### src/rtl/dsc_splitter_pkg.sv
package dsc_splitter_pkg;

   typedef enum logic [1:0] {
      EMIT_IDLE = 2'd0,
      EMIT_HEAD = 2'd1,
      EMIT_TAIL = 2'd2
   } emit_state_t;

   typedef struct packed {
      logic opens;
      logic middle;
      logic closes;
   } pkt_role_t;

endpackage

### src/rtl/dsc_page_split.sv
module dsc_page_split #(
   parameter int ADDR_W        = 32,
   parameter int PAGE_BYTES    = 4096,
   parameter int PAYLOAD_BYTES = 480,
   parameter int OFF_W         = $clog2(PAGE_BYTES),
   parameter int LEN_W         = OFF_W + 1
) (
   input  logic [ADDR_W-1:0] addr,
   output logic              split,
   output logic [LEN_W-1:0]  head_len,
   output logic [LEN_W-1:0]  tail_len,
   output logic [ADDR_W-1:0] tail_addr
);
   localparam int PN_W = ADDR_W - OFF_W;
   localparam logic [LEN_W-1:0] PAGE_L = LEN_W'(PAGE_BYTES);
   localparam logic [LEN_W-1:0] PAY_L  = LEN_W'(PAYLOAD_BYTES);

   logic [OFF_W-1:0] page_off;
   logic [LEN_W-1:0] room;
   logic [PN_W-1:0]  next_page;

   assign page_off  = addr[OFF_W-1:0];
   assign room      = PAGE_L - {1'b0, page_off};
   assign next_page = addr[ADDR_W-1:OFF_W] + PN_W'(1);

   generate
      if (PAYLOAD_BYTES == PAGE_BYTES) begin : g_full_page
         // a page-sized payload splits whenever it is not page aligned
         assign split = (page_off != '0);
      end else begin : g_short
         assign split = (room < PAY_L);
      end
   endgenerate

   assign head_len  = split ? room : PAY_L;
   assign tail_len  = PAY_L - room;
   assign tail_addr = {next_page, {OFF_W{1'b0}}};
endmodule

### src/rtl/dsc_role_flags.sv
module dsc_role_flags
   import dsc_splitter_pkg::*;
(
   input  pkt_role_t role,
   output logic      want_status,
   output logic      want_irq
);
   logic marked;
   assign marked      = role.opens | role.middle | role.closes;
   assign want_status = marked;
   assign want_irq    = marked;
endmodule

### src/rtl/dsc_emit_fsm.sv
module dsc_emit_fsm
   import dsc_splitter_pkg::*;
#(
   parameter int ADDR_W = 32,
   parameter int LEN_W  = 13,
   parameter int CNT_W  = 3
) (
   input  logic              clk,
   input  logic              rst_n,
   input  logic              take,
   input  logic              split_in,
   input  logic [ADDR_W-1:0] head_addr_in,
   input  logic [LEN_W-1:0]  head_len_in,
   input  logic [ADDR_W-1:0] tail_addr_in,
   input  logic [LEN_W-1:0]  tail_len_in,
   input  logic [CNT_W-1:0]  cnt_in,
   input  logic [ADDR_W-1:0] link_in,
   input  logic              status_in,
   input  logic              irq_in,
   output logic              idle,
   output logic              out_valid,
   input  logic              out_ready,
   output logic [ADDR_W-1:0] out_addr,
   output logic [LEN_W-1:0]  out_len,
   output logic              out_last,
   output logic              out_status,
   output logic              out_irq,
   output logic [CNT_W-1:0]  out_cnt,
   output logic [ADDR_W-1:0] out_link
);
   emit_state_t        state_q, state_d;
   logic               split_q;
   logic [ADDR_W-1:0]  head_addr_q, tail_addr_q, link_q;
   logic [LEN_W-1:0]   head_len_q, tail_len_q;
   logic [CNT_W-1:0]   cnt_q;
   logic               status_q, irq_q;

   always_comb begin
      state_d = state_q;
      unique case (state_q)
         EMIT_IDLE: if (take) state_d = EMIT_HEAD;
         EMIT_HEAD: if (out_ready) state_d = split_q ? EMIT_TAIL : EMIT_IDLE;
         EMIT_TAIL: if (out_ready) state_d = EMIT_IDLE;
         default:   state_d = EMIT_IDLE;
      endcase
   end

   always_ff @(posedge clk or negedge rst_n) begin
      if (!rst_n) begin
         state_q     <= EMIT_IDLE;
         split_q     <= 1'b0;
         head_addr_q <= '0;
         head_len_q  <= '0;
         tail_addr_q <= '0;
         tail_len_q  <= '0;
         cnt_q       <= '0;
         link_q      <= '0;
         status_q    <= 1'b0;
         irq_q       <= 1'b0;
      end else begin
         state_q <= state_d;
         if (take && state_q == EMIT_IDLE) begin
            split_q     <= split_in;
            head_addr_q <= head_addr_in;
            head_len_q  <= head_len_in;
            tail_addr_q <= tail_addr_in;
            tail_len_q  <= tail_len_in;
            cnt_q       <= cnt_in;
            link_q      <= link_in;
            status_q    <= status_in;
            irq_q       <= irq_in;
         end
      end
   end

   assign idle       = (state_q == EMIT_IDLE);
   assign out_valid  = (state_q == EMIT_HEAD) || (state_q == EMIT_TAIL);
   assign out_addr   = (state_q == EMIT_TAIL) ? tail_addr_q : head_addr_q;
   assign out_len    = (state_q == EMIT_TAIL) ? tail_len_q  : head_len_q;
   assign out_last   = (state_q == EMIT_TAIL) || !split_q;
   assign out_status = status_q;
   assign out_irq    = irq_q;
   assign out_cnt    = cnt_q;
   assign out_link   = link_q;
endmodule

### src/rtl/dsc_splitter.sv
module dsc_splitter
   import dsc_splitter_pkg::*;
#(
   parameter int ADDR_W        = 32,
   parameter int PAGE_BYTES    = 4096,
   parameter int PAYLOAD_BYTES = 480,
   parameter int BASE_DESC     = 4,
   parameter int LINK_LSB      = 4,
   parameter int OFF_W         = $clog2(PAGE_BYTES),
   parameter int LEN_W         = OFF_W + 1,
   parameter int CNT_W         = $clog2(BASE_DESC + 2)
) (
   input  logic              clk,
   input  logic              rst_n,
   input  logic              req_valid,
   output logic              req_ready,
   input  logic [ADDR_W-1:0] req_addr,
   input  logic              req_first,
   input  logic              req_mid,
   input  logic              req_last,
   input  logic [ADDR_W-1:0] req_blk_base,
   output logic              dsc_valid,
   input  logic              dsc_ready,
   output logic [ADDR_W-1:0] dsc_addr,
   output logic [LEN_W-1:0]  dsc_len,
   output logic              dsc_last,
   output logic              dsc_status_req,
   output logic              dsc_irq_req,
   output logic [CNT_W-1:0]  blk_count,
   output logic [ADDR_W-1:0] link_word
);
   localparam logic [ADDR_W-1:0] LINK_MASK = ADDR_W'((64'd1 << LINK_LSB) - 64'd1);

   generate
      if ((PAGE_BYTES & (PAGE_BYTES - 1)) != 0) begin : g_bad_page
         $error("PAGE_BYTES must be a power of two");
      end
      if (PAYLOAD_BYTES < 1 || PAYLOAD_BYTES > PAGE_BYTES) begin : g_bad_pay
         $error("PAYLOAD_BYTES must lie in 1..PAGE_BYTES");
      end
      if ((BASE_DESC + 1) >= (1 << LINK_LSB)) begin : g_bad_link
         $error("descriptor count does not fit below LINK_LSB");
      end
      if (OFF_W >= ADDR_W) begin : g_bad_addr
         $error("ADDR_W too small for PAGE_BYTES");
      end
   endgenerate

   pkt_role_t          role;
   logic               split, want_status, want_irq, idle, take;
   logic [LEN_W-1:0]   head_len, tail_len;
   logic [ADDR_W-1:0]  tail_addr, link_calc;
   logic [CNT_W-1:0]   cnt_calc;

   assign role      = '{opens: req_first, middle: req_mid, closes: req_last};
   assign req_ready = idle;
   assign take      = req_valid & idle;
   assign cnt_calc  = split ? CNT_W'(BASE_DESC + 1) : CNT_W'(BASE_DESC);
   assign link_calc = (req_blk_base & ~LINK_MASK) | ADDR_W'(cnt_calc);

   dsc_page_split #(
      .ADDR_W(ADDR_W), .PAGE_BYTES(PAGE_BYTES), .PAYLOAD_BYTES(PAYLOAD_BYTES),
      .OFF_W(OFF_W), .LEN_W(LEN_W)
   ) u_split (
      .addr(req_addr), .split(split), .head_len(head_len),
      .tail_len(tail_len), .tail_addr(tail_addr)
   );

   dsc_role_flags u_role (
      .role(role), .want_status(want_status), .want_irq(want_irq)
   );

   dsc_emit_fsm #(.ADDR_W(ADDR_W), .LEN_W(LEN_W), .CNT_W(CNT_W)) u_emit (
      .clk(clk), .rst_n(rst_n), .take(take), .split_in(split),
      .head_addr_in(req_addr), .head_len_in(head_len),
      .tail_addr_in(tail_addr), .tail_len_in(tail_len),
      .cnt_in(cnt_calc), .link_in(link_calc),
      .status_in(want_status), .irq_in(want_irq),
      .idle(idle), .out_valid(dsc_valid), .out_ready(dsc_ready),
      .out_addr(dsc_addr), .out_len(dsc_len), .out_last(dsc_last),
      .out_status(dsc_status_req), .out_irq(dsc_irq_req),
      .out_cnt(blk_count), .out_link(link_word)
   );
endmodule

### config.mk
export PLATFORM = sky130hd
export DESIGN_NAME = dsc_splitter
export DESIGN_NICKNAME = d
export VERILOG_FILES = /design/src/rtl/dsc_splitter_pkg.sv /design/src/rtl/dsc_page_split.sv /design/src/rtl/dsc_role_flags.sv /design/src/rtl/dsc_emit_fsm.sv /design/src/rtl/dsc_splitter.sv
export SDC_FILE = /design/constraint.sdc
export NUM_CORES = 1
export LEC_CHECK = 0
export BUFFER_PORTS_ARGS = -buffer_cell sky130_fd_sc_hd__buf_2
export CORE_MARGIN = 2
export CORE_UTILIZATION = 50
export DETAILED_ROUTE_END_ITERATION = 8
export MAX_ROUTING_LAYER = met4
export PLACE_DENSITY = 0.77
export SLEW_MARGIN = 30
export SYNTH_ARGS = -nofsm -noshare
export SYNTH_HDL_FRONTEND = slang
export SYNTH_SLANG_ARGS = --single-unit
### constraint.sdc
create_clock -name clk -period 2.5 [get_ports clk]
set_clock_uncertainty 0.15 [all_clocks]
set_input_delay 0.5 -clock clk [delete_from_list [all_inputs] [get_ports clk]]
set_output_delay 0.5 -clock clk [all_outputs]
set_load 0.05 [all_outputs]
==> results of run 1 <==
==> area by class of cell <==
class / instances / area, um2
repair buffers: 193 / 1170
inverters: 14 / 55.05
multi-input cells: 472 / 2695
well taps: 140 / 175.2
clock buffers: 10 / 229.0
flip-flops and latches: 110 / 2753
diodes: 1 / 2.502
clock inverters: 5 / 37.54
fillers: 946 / 3819
==> registers in the layout, summed over array words and instances (netlist names) <==
name,cells
u_emit.out_status,1
u_emit.head_addr_q,32
u_emit.out_cnt,1
u_emit.out_link,29
u_emit.head_len_q,13
u_emit.state_q,2
u_emit.tail_len_q,12
u_emit.tail_addr_q,20
==> worst max-delay path: stages, from the launching register on <==
cell and delay (ns):
sky130_fd_sc_hd__dfrtp_1 0.41, sky130_fd_sc_hd__inv_2 0.09, sky130_fd_sc_hd__ha_4 0.17, sky130_fd_sc_hd__bufbuf_16 0.30, sky130_fd_sc_hd__mux2_2 0.33, sky130_fd_sc_hd__buf_4 0.19
==> kinds of logic after synthesis <==
| family | Yosys count |
|---|---|
| fa+ha+maj | 6 |
| flops | 110 |
| xor+xnor | 34 |
| other cells | 1 |
| compound gates | 83 |
| simple gates | 312 |
| buf+inv | 56 |
| mux | 34 |
==> Yosys cell counts (all sizes together) (3+ instances only) <==
cell type	instances
ha	6
or2	3
mux2	33
o31ai	3
nand2b	3
nor2b	14
nand2	222
buf	21
nor4b	3
xor2	13
clkbuf	21
or4	3
and2	8
nand3	12
a21oi	15
and3	3
o211ai	3
a22o	3
xnor2	21
inv	14
nor3	7
nor2	23
dfrtp	110
nand4	3
o21ai	40
==> power groups by stage <==
| stage | clock [W] | sequential, W | combinational [W] |
|---|---|---|---|
| after floorplan | 0 | 0.00365 | 0.00264 |
| after global placement | 0 | 0.00289 | 0.00434 |
| after detailed placement | 0 | 0.00294 | 0.00444 |
| after CTS | 0.00136 | 0.00292 | 0.00449 |
| after global routing | 0.00143 | 0.00300 | 0.00478 |
| final | 0.00135 | 0.00291 | 0.00446 |
==> cells in the final DEF (no fill, tap or decap), types with 3 or more instances in the layout <==
master | synthesis | final
sky130_fd_sc_hd__dfrtp_1 | 110 | 110
sky130_fd_sc_hd__or4_1 | 3 | 3
sky130_fd_sc_hd__o21ai_0 | 38 | 38
sky130_fd_sc_hd__or2_2 | 3 | 3
sky130_fd_sc_hd__and2_1 | 8 | 7
sky130_fd_sc_hd__inv_1 | 14 | 12
sky130_fd_sc_hd__nor2b_1 | 14 | 14
sky130_fd_sc_hd__nand4_1 | 3 | 3
sky130_fd_sc_hd__and3_1 | 3 | 3
sky130_fd_sc_hd__nor2_1 | 22 | 22
sky130_fd_sc_hd__nand2b_1 | 3 | 3
sky130_fd_sc_hd__ha_1 | 6 | 4
sky130_fd_sc_hd__a22o_1 | 3 | 3
sky130_fd_sc_hd__mux2_2 | 33 | 33
sky130_fd_sc_hd__clkbuf_16 | 0 | 9
sky130_fd_sc_hd__a21oi_1 | 14 | 13
sky130_fd_sc_hd__nor3_1 | 6 | 6
sky130_fd_sc_hd__xnor2_1 | 21 | 21
sky130_fd_sc_hd__buf_4 | 8 | 42
sky130_fd_sc_hd__xor2_1 | 13 | 13
sky130_fd_sc_hd__o211ai_1 | 3 | 3
sky130_fd_sc_hd__nand3_1 | 12 | 12
sky130_fd_sc_hd__nand2_1 | 222 | 221
sky130_fd_sc_hd__buf_12 | 0 | 4
sky130_fd_sc_hd__buf_2 | 1 | 144
sky130_fd_sc_hd__conb_1 | 1 | 3
==> routing by layer <==
layer | track usage, % | share of wire, % | vias to the layer above | wire, um
li1 | - | - | 2416 | -
met1 | 29.27 | 42 | 2326 | 5971
met2 | 41.81 | 52 | 105 | 7276
met3 | 4.586 | 4.4 | 14 | 613
met4 | 7.321 | 1.5 | 0 | 204
met5 | - | 0 | - | 0
==> metrics by stage <==
stage	hold WS [ns]	power, W
2_1_floorplan	0.05441	0.006289
3_3_place_gp	0.2940	0.007227
3_5_place_dp	0.3045	0.007386
4_1_cts	0.1665	0.008773
5_1_grt	0.1765	0.009220
6_report	0.1744	0.008717
==> worst min-delay path by stage <==
stage	from	end	slack (ns)	cells past startpoint
floorplan	rst_n	u_emit.head_addr_q[0]	0.05	0
global route	req_blk_base[5]	u_emit.out_link[5]	0.18	3
global placement	u_emit.tail_addr_q[27]	u_emit.tail_addr_q[27]	0.29	2
finish	req_blk_base[9]	u_emit.out_link[9]	0.17	3
detailed placement	u_emit.head_addr_q[11]	u_emit.head_addr_q[11]	0.30	2
CTS	req_blk_base[9]	u_emit.out_link[9]	0.17	3
==> timing repair <==
| item | in CTS | in global routing |
|---|---|---|
| gates resized for setup | 5 | 2 |
| gates cloned | 1 | 0 |
| endpoints found under the hold margin | 31 | 0 |
| endpoints found under the setup margin | 27 | 18 |
| hold buffers | 1 | 0 |
==> out/summary.md, run 1 <==
Across the run, the number of max-cap violations was 0. Sorting the synthesized cells by area gives the leading types as sky130_fd_sc_hd__dfrtp_1, sky130_fd_sc_hd__nand2_1, sky130_fd_sc_hd__mux2_2. The internal power of the cells totals 0.004360 W. Minimum clock period after layout: 2.505 ns. Fraction of final layout cells sized beyond drive strength 1: 31.97%.

Summing the areas of all and, or, nand and nor instances in the mapped netlist gives 24.29% of the synthesized area. Once detail routing completed, the nets flagged for antenna violations numbered 0. The HPWL after detailed placement is 10.10 mm. The number of antenna violations at the first check in global routing came out at 0. The finished cells cover 7117 um2. The average wire per standard cell came out at 14.88 um. Routability-driven placement finished with a final weighted congestion of 0.8937. After synthesis, the mean cell area works out to 8.884 um2. 156 I/O pins were placed. The post-route fraction of the period consumed by the critical path was 100.2%.

The detailed router finished its first iteration with 226 violations. The type of the most critical hold path is in2reg. Combinational logic burns 51.1% of the power. The arrival time of data at the critical path endpoint is 1.86 ns, and the wire length of the first global-routing pass is 22.22 mm. Prior to clock tree synthesis, the placed netlist has a worst setup slack of -0.2409 ns. The total of buffers placed on input and output ports is 148. Summing every instance area after synthesis gives 5650 um2.

The run gives 0.7749 mV as the maximum ir drop on the vdd rail. The post-CTS setup-driven buffer insertion count is 0, and the multiplexer share of the synthesized area is 6.754%. For this design, the sink count on the clock tree is 110. The required time of the critical path was 1.85 ns.

In this run the worst setup path begins at u_emit.state_q[0]. The logs give 24.36% for the all-layer global routing usage and 14.07 mm for the final routed wirelength across all metal layers. Synthesis produced 636 cells.

The logs give 0 for the count of pins over their slew limit and -0.006020 ns for the total negative slack for setup checks. The power density over the cells was 1225 nW/um2; the core occupancy in the finished layout was 65.08%. The final layout contains 877 nets.

The area share of the largest cell type after synthesis came out at 48.72%. The number of levels in the clock H-tree was 3. The worst setup path is captured at a primary output. STA classifies the critical path startpoint as a flop. The cell sitting at the root of the clock tree is a sky130_fd_sc_hd__clkbuf_16. Of the total synthesized cell area, the portion taken by full adders, half adders and majority gates is 1.329%.

Area enclosed by the die boundary: 12170 um2. The worst register-to-register path has a depth of 6. For this configuration, the core starts out at a cell density of 51.67%. Derived from the worst setup path, the maximum achievable clock frequency is 0.3992 GHz. The core region is 10940 um2. For this block, the via count after detailed routing is 4861. The total DRC errors in the routed layout was 0.

TritonCTS built the clock tree. Of the total power, registers draw 33.4%. For the post-layout worst setup margin, the log shows -0.005115 ns. Setup repair after global routing could not meet its margin everywhere. The leftover overflow at the end of global routing came out at 0. Entering global routing, the biggest net connects 48 pins. The endpoint identified for the worst register-to-register timing path is u_emit.tail_len_q[7]. The biggest area contributor in the post-synthesis netlist is sky130_fd_sc_hd__dfrtp_1. During synthesis, Yosys emitted a total of 0 warnings. The reg-to-reg startpoint is u_emit.state_q[1]. The tools report the count of TritonRoute iterations in the first routing pass as 5. The switching power summed over all nets was 0.004356 W; the placed cell area was 6784 um2.

Yosys mapped a number of flops with a built-in enable equal to 0. The growth of design area from synthesis to finish is 25.95%. The logs give 945 for the final cell count without fillers and 0.49 ns for the slack of the worst reg-to-reg path.

Clock slew seen by the registers of the worst setup and hold paths: 0.07 ns. In the synthesized netlist the dominant register cell turns out to be sky130_fd_sc_hd__dfrtp_1. Summed over all cells, the static leakage comes to 3.610 nW. The worst setup path is of the reg2out kind.

The run finished, with violations left. The clock reaches the later pin of the worst-skew pair after 0.35 ns. The cell row count is 38.

The number of synthesized register bits works out to 110. The number of buffers created by CTS was 9. The clock network burns 15.5% of the power. The synthesized netlist devotes 9.035% of its cell area to compound gates. The number of global-route vias before repair was 4733; the xor/xnor share of the synthesized area was 5.270%. The most critical setup path has its endpoint at dsc_addr[12]. The distinct cell type count of the synthesized netlist came out at 57.

The final hold violation count is 0, and the part of the Yosys area used for sequential elements is 48.72%. The switching power as a share of total power is 49.98%. In this run the worst path has a maximum fanout of 15. Including well taps, the total number of placed cells is 927.

The checks that failed: setup timing. The combinational family with the most area after synthesis is simple AND/OR/NAND/NOR gates. Of all flip-flops after synthesis, the portion carrying an async set or reset was 100.0%. The height of the chip was 110.3 um.

In the routed layout, each cell is associated on average with a via count of 5.144. From left edge to right edge, the die measures 110.3 um. Setup violations remaining at the end of the flow were counted as 2. The maximum buffer depth of the clock tree is 2.
Note: power is estimated with default switching activity, not from simulation.
==> run 2, diff against run 1 <==
Settings changed: CTS_BUF_LIST from default to sky130_fd_sc_hd__clkbuf_8 sky130_fd_sc_hd__clkbuf_16, MAX_ROUTING_LAYER met4 to default, REMOVE_ABC_BUFFERS from default to 1.
==> out/summary.md, run 2 (same netlist as run 1, synthesis figures left out) <==
Leaving out fill and tap cells, the most frequent cells in the layout are sky130_fd_sc_hd__nand2_1, sky130_fd_sc_hd__buf_2, sky130_fd_sc_hd__dfrtp_1. Pin placement for this block handled 156 I/O pins. The tool flagged a number of max-cap violations equal to 0. The die is 110.3 um wide. In this run switching power makes up 48.76% of total power.

The final critical path takes up 98.12% of the cycle. The register with the most flip-flops in the layout has 32 of them. Top register by number of flip-flops: u_emit.head_addr_q. The tools report the initial standard-cell utilization of the core as 51.67%. Kind of capture point of the worst setup path: a primary output. The core occupancy in the finished layout is 66.56%, and the height of the chip is 110.3 um. In this run the power density over the cells is 1227 nW/um2. No sink is reached through more buffers than the 2 on the longest clock path. Minimum clock period after layout: 2.453 ns. The tools report the placeable core region as 10940 um2.

Using the TritonRoute via totals, the vias-per-cell ratio works out to 5.183. The transition time of the tightest slew-check pin works out to 0.5911 ns. The wire length of the first global-routing pass was 22.42 mm; the clock latency on the worst-skew pair was 0.35 ns. The largest net degree at the start of global routing was 72; the count of pins over their slew limit was 0. The run gives 4735 as the number of global-route vias before repair. Row generation in the floorplan step produced 38 rows. The tightest min-delay check is of the in2async type. At the worst endpoint, the arrival time is 1.80 ns. Setup violations remaining at the end of the flow were counted as 0. The run gives 0.4077 GHz as the fmax. CTS placed an instance of sky130_fd_sc_hd__clkbuf_16 at the clock tree root.

The critical setup path kind is reg2out. The tools report the total vias in the final route as 4939. The critical path starts at u_emit.state_q[0]. Summed over all nets, the half-perimeter wirelength after detailed placement is 9.951 mm. TritonCTS built the clock tree. The maximum fanout encountered on the critical timing path came out at 10. The delay of the slowest cell on the worst path is 0.41 ns, and the DRC marker count from the first detailed-route iteration is 314. The run gives 0.004575 W as the internal power of the cells.

After clock tree synthesis, the clock-pin slew on the worst setup and hold paths is 0.07 ns. The final reports fail on hold timing. In this run the tool buffered the top-level ports with 148 buffer cells. In this run the critical register-to-register path is launched from u_emit.state_q[1]. The detail route stage leaves a number of antenna-violating nets equal to 0.

The analysis attributes to net switching a power of 0.004353 W. Worst slack on hold paths: -0.004348 ns. Routability-driven placement finished with a final weighted congestion of 0.8783. The tools report the final hold violation count as 1.

The number of nets at the end of the flow came out at 885. The slowest stage of the critical path is the sky130_fd_sc_hd__dfrtp_1 cell. The area enclosed by the die boundary was 12170 um2.

Across the VDD grid, the largest voltage drop is 0.7584 mV. Cells with a size suffix above 1 make up 32.84% of the layout. The logs give 0 for the total DRC errors in the routed layout and 0 for the hold-fix buffer count after cts.

Global routing used 23.52% of the available tracks across all layers. The worst setup path is launched from a flop. For the number of buffers created by CTS, the log shows 9. The number of antenna diodes in the final layout is 0. In this run the tightest slew margin relative to its limit is 60.59%. The run gives 110 as the number of sinks on the clock net. The logs give 32.7% for the sequential cell fraction of total power and 50.6% for the logic gate share of total power.

The most common cell after layout, fill and taps aside was sky130_fd_sc_hd__nand2_1. The H-tree was split into 3 levels. The signal on the critical path passes through inv_2, ha_4, clkbuf_16, mux2_2, buf_4. The logs give 3.696 nW for the leakage dissipation and 14.17 mm for the final routed wirelength across all metal layers.

The required time of the critical path is 1.85 ns. In the final routed layout, each cell accounts on average for 14.87 um. Among cell families on the critical path, the largest total delay comes from buffers and inverters. The number of antenna violations at the first check in global routing is 0. For the clock share of power, the log shows 16.7%. The run finished, with violations left.

Growth of design area from synthesis to finish: 28.81%. Count of TritonRoute iterations in the first routing pass: 6. Global routing finished with a remaining overflow of 0.

The total buffers and inverters traversed by the critical path came out at 3.
run 2: stage by stage:
step           std cells  setup WS [ns]  area [um2]   TNS, ns  power [W]
2_1_floorplan        596         -1.371        5454   -106.94   0.006221
3_3_place_gp         933        -0.1878        6789    -1.327   0.007224
3_5_place_dp         933        -0.2788        6789    -2.069   0.007364
4_1_cts              950       0.008555        7154         0   0.008896
5_1_grt              953       -0.03038        7278  -0.03177   0.009471
6_report             953        0.04705        7278         0   0.008927
run 2: final timing paths:
kind	slack, ns	cells after the start	endpoint
setup / recovery	0.05	5	dsc_addr[19]
hold / removal	-0.004	1	u_emit.out_status
setup reg to reg	0.46	7	u_emit.head_len_q[7]
hold reg to reg	0.32	2	u_emit.head_addr_q[7]
max in group asynchronous	1.52	2	u_emit.head_addr_q[0]
min in group clk	0.18	3	u_emit.out_link[11]
run 2: area by class of cell:
type / instances / area (um2)
Fill cell: 904 / 3657
Clock inverter: 6 / 71.32
Inverter: 14 / 52.55
Clock buffer: 10 / 239.0
Tap cell: 140 / 175.2
Timing Repair Buffer: 201 / 1297
Sequential cell: 110 / 2753
Multi-Input combinational cell: 472 / 2690
run 2: worst reg2reg max path, stage by stage (launching register included):
cell and delay, ns:
sky130_fd_sc_hd__dfrtp_1 0.41, sky130_fd_sc_hd__inv_1 0.13, sky130_fd_sc_hd__ha_1 0.27, sky130_fd_sc_hd__and2_2 0.30, sky130_fd_sc_hd__and3_4 0.24, sky130_fd_sc_hd__o21a_1 0.22
sky130_fd_sc_hd__buf_4 0.15, sky130_fd_sc_hd__a21oi_1 0.05
run 2: power by group through the flow:
stage | Sequential, W | Clock [W] | Combinational, W
after floorplan | 0.00371 | 0 | 0.00251
after global placement | 0.00289 | 0 | 0.00433
after detailed placement | 0.00294 | 0 | 0.00442
after CTS | 0.00292 | 0.00152 | 0.00446
after global routing | 0.00302 | 0.00159 | 0.00486
final | 0.00292 | 0.00149 | 0.00452
run 2: repair_timing:
item,CTS,global route
endpoints found under the setup margin,20,32
gates cloned,1,2
buffers inserted,0,1
pin swaps,0,2
resized for setup,4,39
run 2: routing by layer:
metal | vias to the layer above | GRT usage, % | wire length (um)
met5 | - | 0 | 0
met4 | 0 | 5.714 | 174
met1 | 2323 | 31.69 | 6184
met3 | 18 | 3.998 | 868
met2 | 163 | 39.70 | 6944
li1 | 2435 | - | -
==> run 3, diff against run 2 <==
Settings changed: ABC_AREA from default to 1, CORE_UTILIZATION 50 to 53, PLACE_DENSITY 0.77 to 0.81.
==> out/summary.md, run 3 <==
The tools report the max-cap check violation count as 0. For the maximum ir drop on the vdd rail, the log shows 0.7270 mV. On the critical path, the stage with the largest delay is an instance of sky130_fd_sc_hd__dfrtp_1. The number of antenna violations at the first check in global routing is 0, and the count of TritonRoute iterations in the first routing pass is 5. Yosys instantiated no cell more often than sky130_fd_sc_hd__nand2_1. The register with the most flip-flops in the layout has 32 of them. Setup violations remaining at the end of the flow were counted as 0.

For the number of buffers created by CTS, the log shows 9. The logs give 5244 for the total vias in the final route and 334 for the DRC marker count from the first detailed-route iteration. The number of global-route vias before repair was 4899; the cell area after layout was 6870 um2.

Count of pins over their slew limit: 0. TritonCTS built the clock tree. The detailed-placement wirelength estimate was 9.156 mm; the leftover overflow at the end of global routing was 0. The total of buffers placed on input and output ports is 148, and the distinct cell type count of the synthesized netlist is 40. Setup slack closes at 0.08875 ns. Synthesis produced 768 cells. The logs give 0 for the total DRC errors in the routed layout and 0 for the final hold violation count. Based on the critical path, the design can be clocked at up to 0.4147 GHz.

In the layout the commonest cells are sky130_fd_sc_hd__nand2_1, sky130_fd_sc_hd__buf_2, sky130_fd_sc_hd__dfrtp_1. Total negative slack for setup checks: 0 ns. The final routed wirelength across all metal layers is 12.66 mm.

Leaving out fill and tap cells, the most frequent cell in the layout is sky130_fd_sc_hd__nand2_1. Entering global routing, the biggest net connects 112 pins. For the placeable core region, the log shows 10700 um2.

The synthesized design spends more area on one cell type than any other, namely sky130_fd_sc_hd__dfrtp_1. For this design, the sink count on the clock tree is 110. The analysis attributes to cell leakage a power of 3.705 nW. The area enclosed by the die boundary was 11680 um2; the post-route fraction of the period consumed by the critical path was 96.45%. The later pin in the worst-skew pair is clocked with a latency of 0.37 ns.

Along the worst hold path, the cell count comes to 3. Row generation in the floorplan step produced 38 rows. Counting flops per register, the top entry is u_emit.head_addr_q. The maximum fanout encountered on the critical timing path came out at 45. At the end of the flow, the number of nets in the layout was 981. Global routing used 22.72% of the available tracks across all layers.

For this run, asynchronously set or reset flops after synthesis account for 100.0%. Critical setup path kind: reg2out. Data on the critical path arrives at its endpoint at 1.76 ns. The first global-routing pass estimated 21.67 mm of wire. The synthesized design devotes to its leading area cell type 47.93% of total area. The fraction of final layout cells sized beyond drive strength 1 was 23.32%. The number of synthesis warnings is 0. The clock tree synthesis step divided the H-tree into 3 levels. Dividing the detail-routed wire length by the instance count gives 12.07 um.

Sequential cells were found to cover 47.93% of the synthesized design area. The height of the chip came out at 108.1 um. The cell chosen for the clock root is sky130_fd_sc_hd__clkbuf_8. The minimum clock period after layout came out at 2.411 ns. Leaving out filler cells and counting taps, the final layout contains 1049.

The total buffers and inverters traversed by the critical path came out at 3. In this run the cell area measured after placement is 6636 um2. The number of diodes is 0.

Sorting the synthesized cells by area gives the leading types as sky130_fd_sc_hd__dfrtp_1, sky130_fd_sc_hd__nand2_1, sky130_fd_sc_hd__o21ai_0. The signal on the critical path passes through inv_2, ha_4, buf_12, nand2_1, o21ai_0, buf_2. Measured in cells, the most critical reg-to-reg path has a length of 7.

At the pin with the least slew margin, the transition time is 0.5573 ns. The via count normalized by instance count was 4.999. The largest delay contributor family on the critical path was buffers and inverters. Yosys mapped a number of flops with a built-in enable equal to 0.

The tools report the maximum buffer depth of the clock tree as 2. Routability-driven placement finished with a final weighted congestion of 0.8648. Pre-CTS worst setup slack: 0.06782 ns. After clock tree synthesis, the clock-pin slew on the worst setup and hold paths is 0.12 ns. The horizontal die dimension was 108.1 um; the growth of design area from synthesis to finish was 19.63%.

The flow ran to the end, and the final reports show no timing, DRC or antenna violations. The delay of the slowest cell on the worst path works out to 0.43 ns. The number of synthesized register bits works out to 110. The type of the most critical hold path was in2reg.

The post-layout total power came out at 0.008725 W. Number of stages on the worst setup path: 6. For this design the top-level I/O count stands at 156. The tools report the required time of the critical path as 1.85 ns. The number of placed instances, taps included, is 1031. The logs give 62.51% for the worst slew margin relative to its limit and 53.68% for the initial standard-cell utilization of the core. Summing every instance area after synthesis gives 5743 um2. The worst setup path is captured at a primary output.

The power density over the cells came out at 1270 nW/um2. The tools report the remaining antenna violation count as 0. The most used flip-flop cell after synthesis is sky130_fd_sc_hd__dfrtp_1. In the synthesized netlist, the cells that appear most often are sky130_fd_sc_hd__nand2_1, sky130_fd_sc_hd__dfrtp_1, sky130_fd_sc_hd__inv_1. The mean area per synthesized cell was 7.478 um2. STA classifies the critical path startpoint as a flop.
## run 3: final cells by class
class,count,area (um2)
sequential,110,2753
timing repair buffer,160,900.9
tap,140,175.2
fill,1027,3827
multi-input combinational,546,2561
clock buffer,10,137.6
inverter,77,290.3
clock inverter,6,52.55
## run 3: path summary, 6_finish.rpt
check	from	endpoint	slack [ns]
min in group asynchronous	rst_n	u_emit.out_status	0.48
max in group asynchronous	rst_n	u_emit.tail_len_q[12]	1.06
setup reg to reg	u_emit.state_q[0]	u_emit.tail_addr_q[27]	0.49
hold / removal	req_blk_base[27]	u_emit.out_link[27]	0.16
hold reg to reg	u_emit.out_link[5]	u_emit.out_link[5]	0.33
setup / recovery	u_emit.state_q[0]	dsc_addr[25]	0.09
## run 3: kinds of logic after synthesis
group                      synth area share, %
and+or+nand+nor                          31.98
buffers and inverters                    7.952
DFF                                      47.93
AOI/OAI and AO/OA                        9.368
xor gates and xnor gates                 1.394
adders and majority gates                1.307
other                                  0.06530
## run 3: report_power, final
group          internal [W]  switching [W]  total [W]
registers           0.00256       0.000374    0.00293
logic               0.00113        0.00362    0.00475
clock network      0.000408       0.000639    0.00105
## run 3: stage by stage
step	util, %	hold WS, ns
after CTS	64.01	0.1451
final	64.22	0.1554
after floorplan	-	0.05441
after global placement	62.04	0.3069
after global routing	64.22	0.1416
after detailed placement	62.04	0.3125
## run 3: timing repair
action | 4_1_cts | 5_1_grt
resized for setup | 5 | 7
buffers inserted | 0 | 1
endpoints found under the setup margin | 13 | 34
hold buffers | 1 | 0
hold endpoints to repair | 37 | 0
## run 3: tightest hold or removal path: cells and delay by family
kind                   cells  cell delay [ns]
buffers and inverters      1             0.07
and+or+nand+nor            2             0.08
## run 3: metal layers
metal	track usage, %	part of all wire, %
met5	0	0
met4	6.410	1.7
met3	4.039	5.4
met2	38.68	47
met1	29.97	46
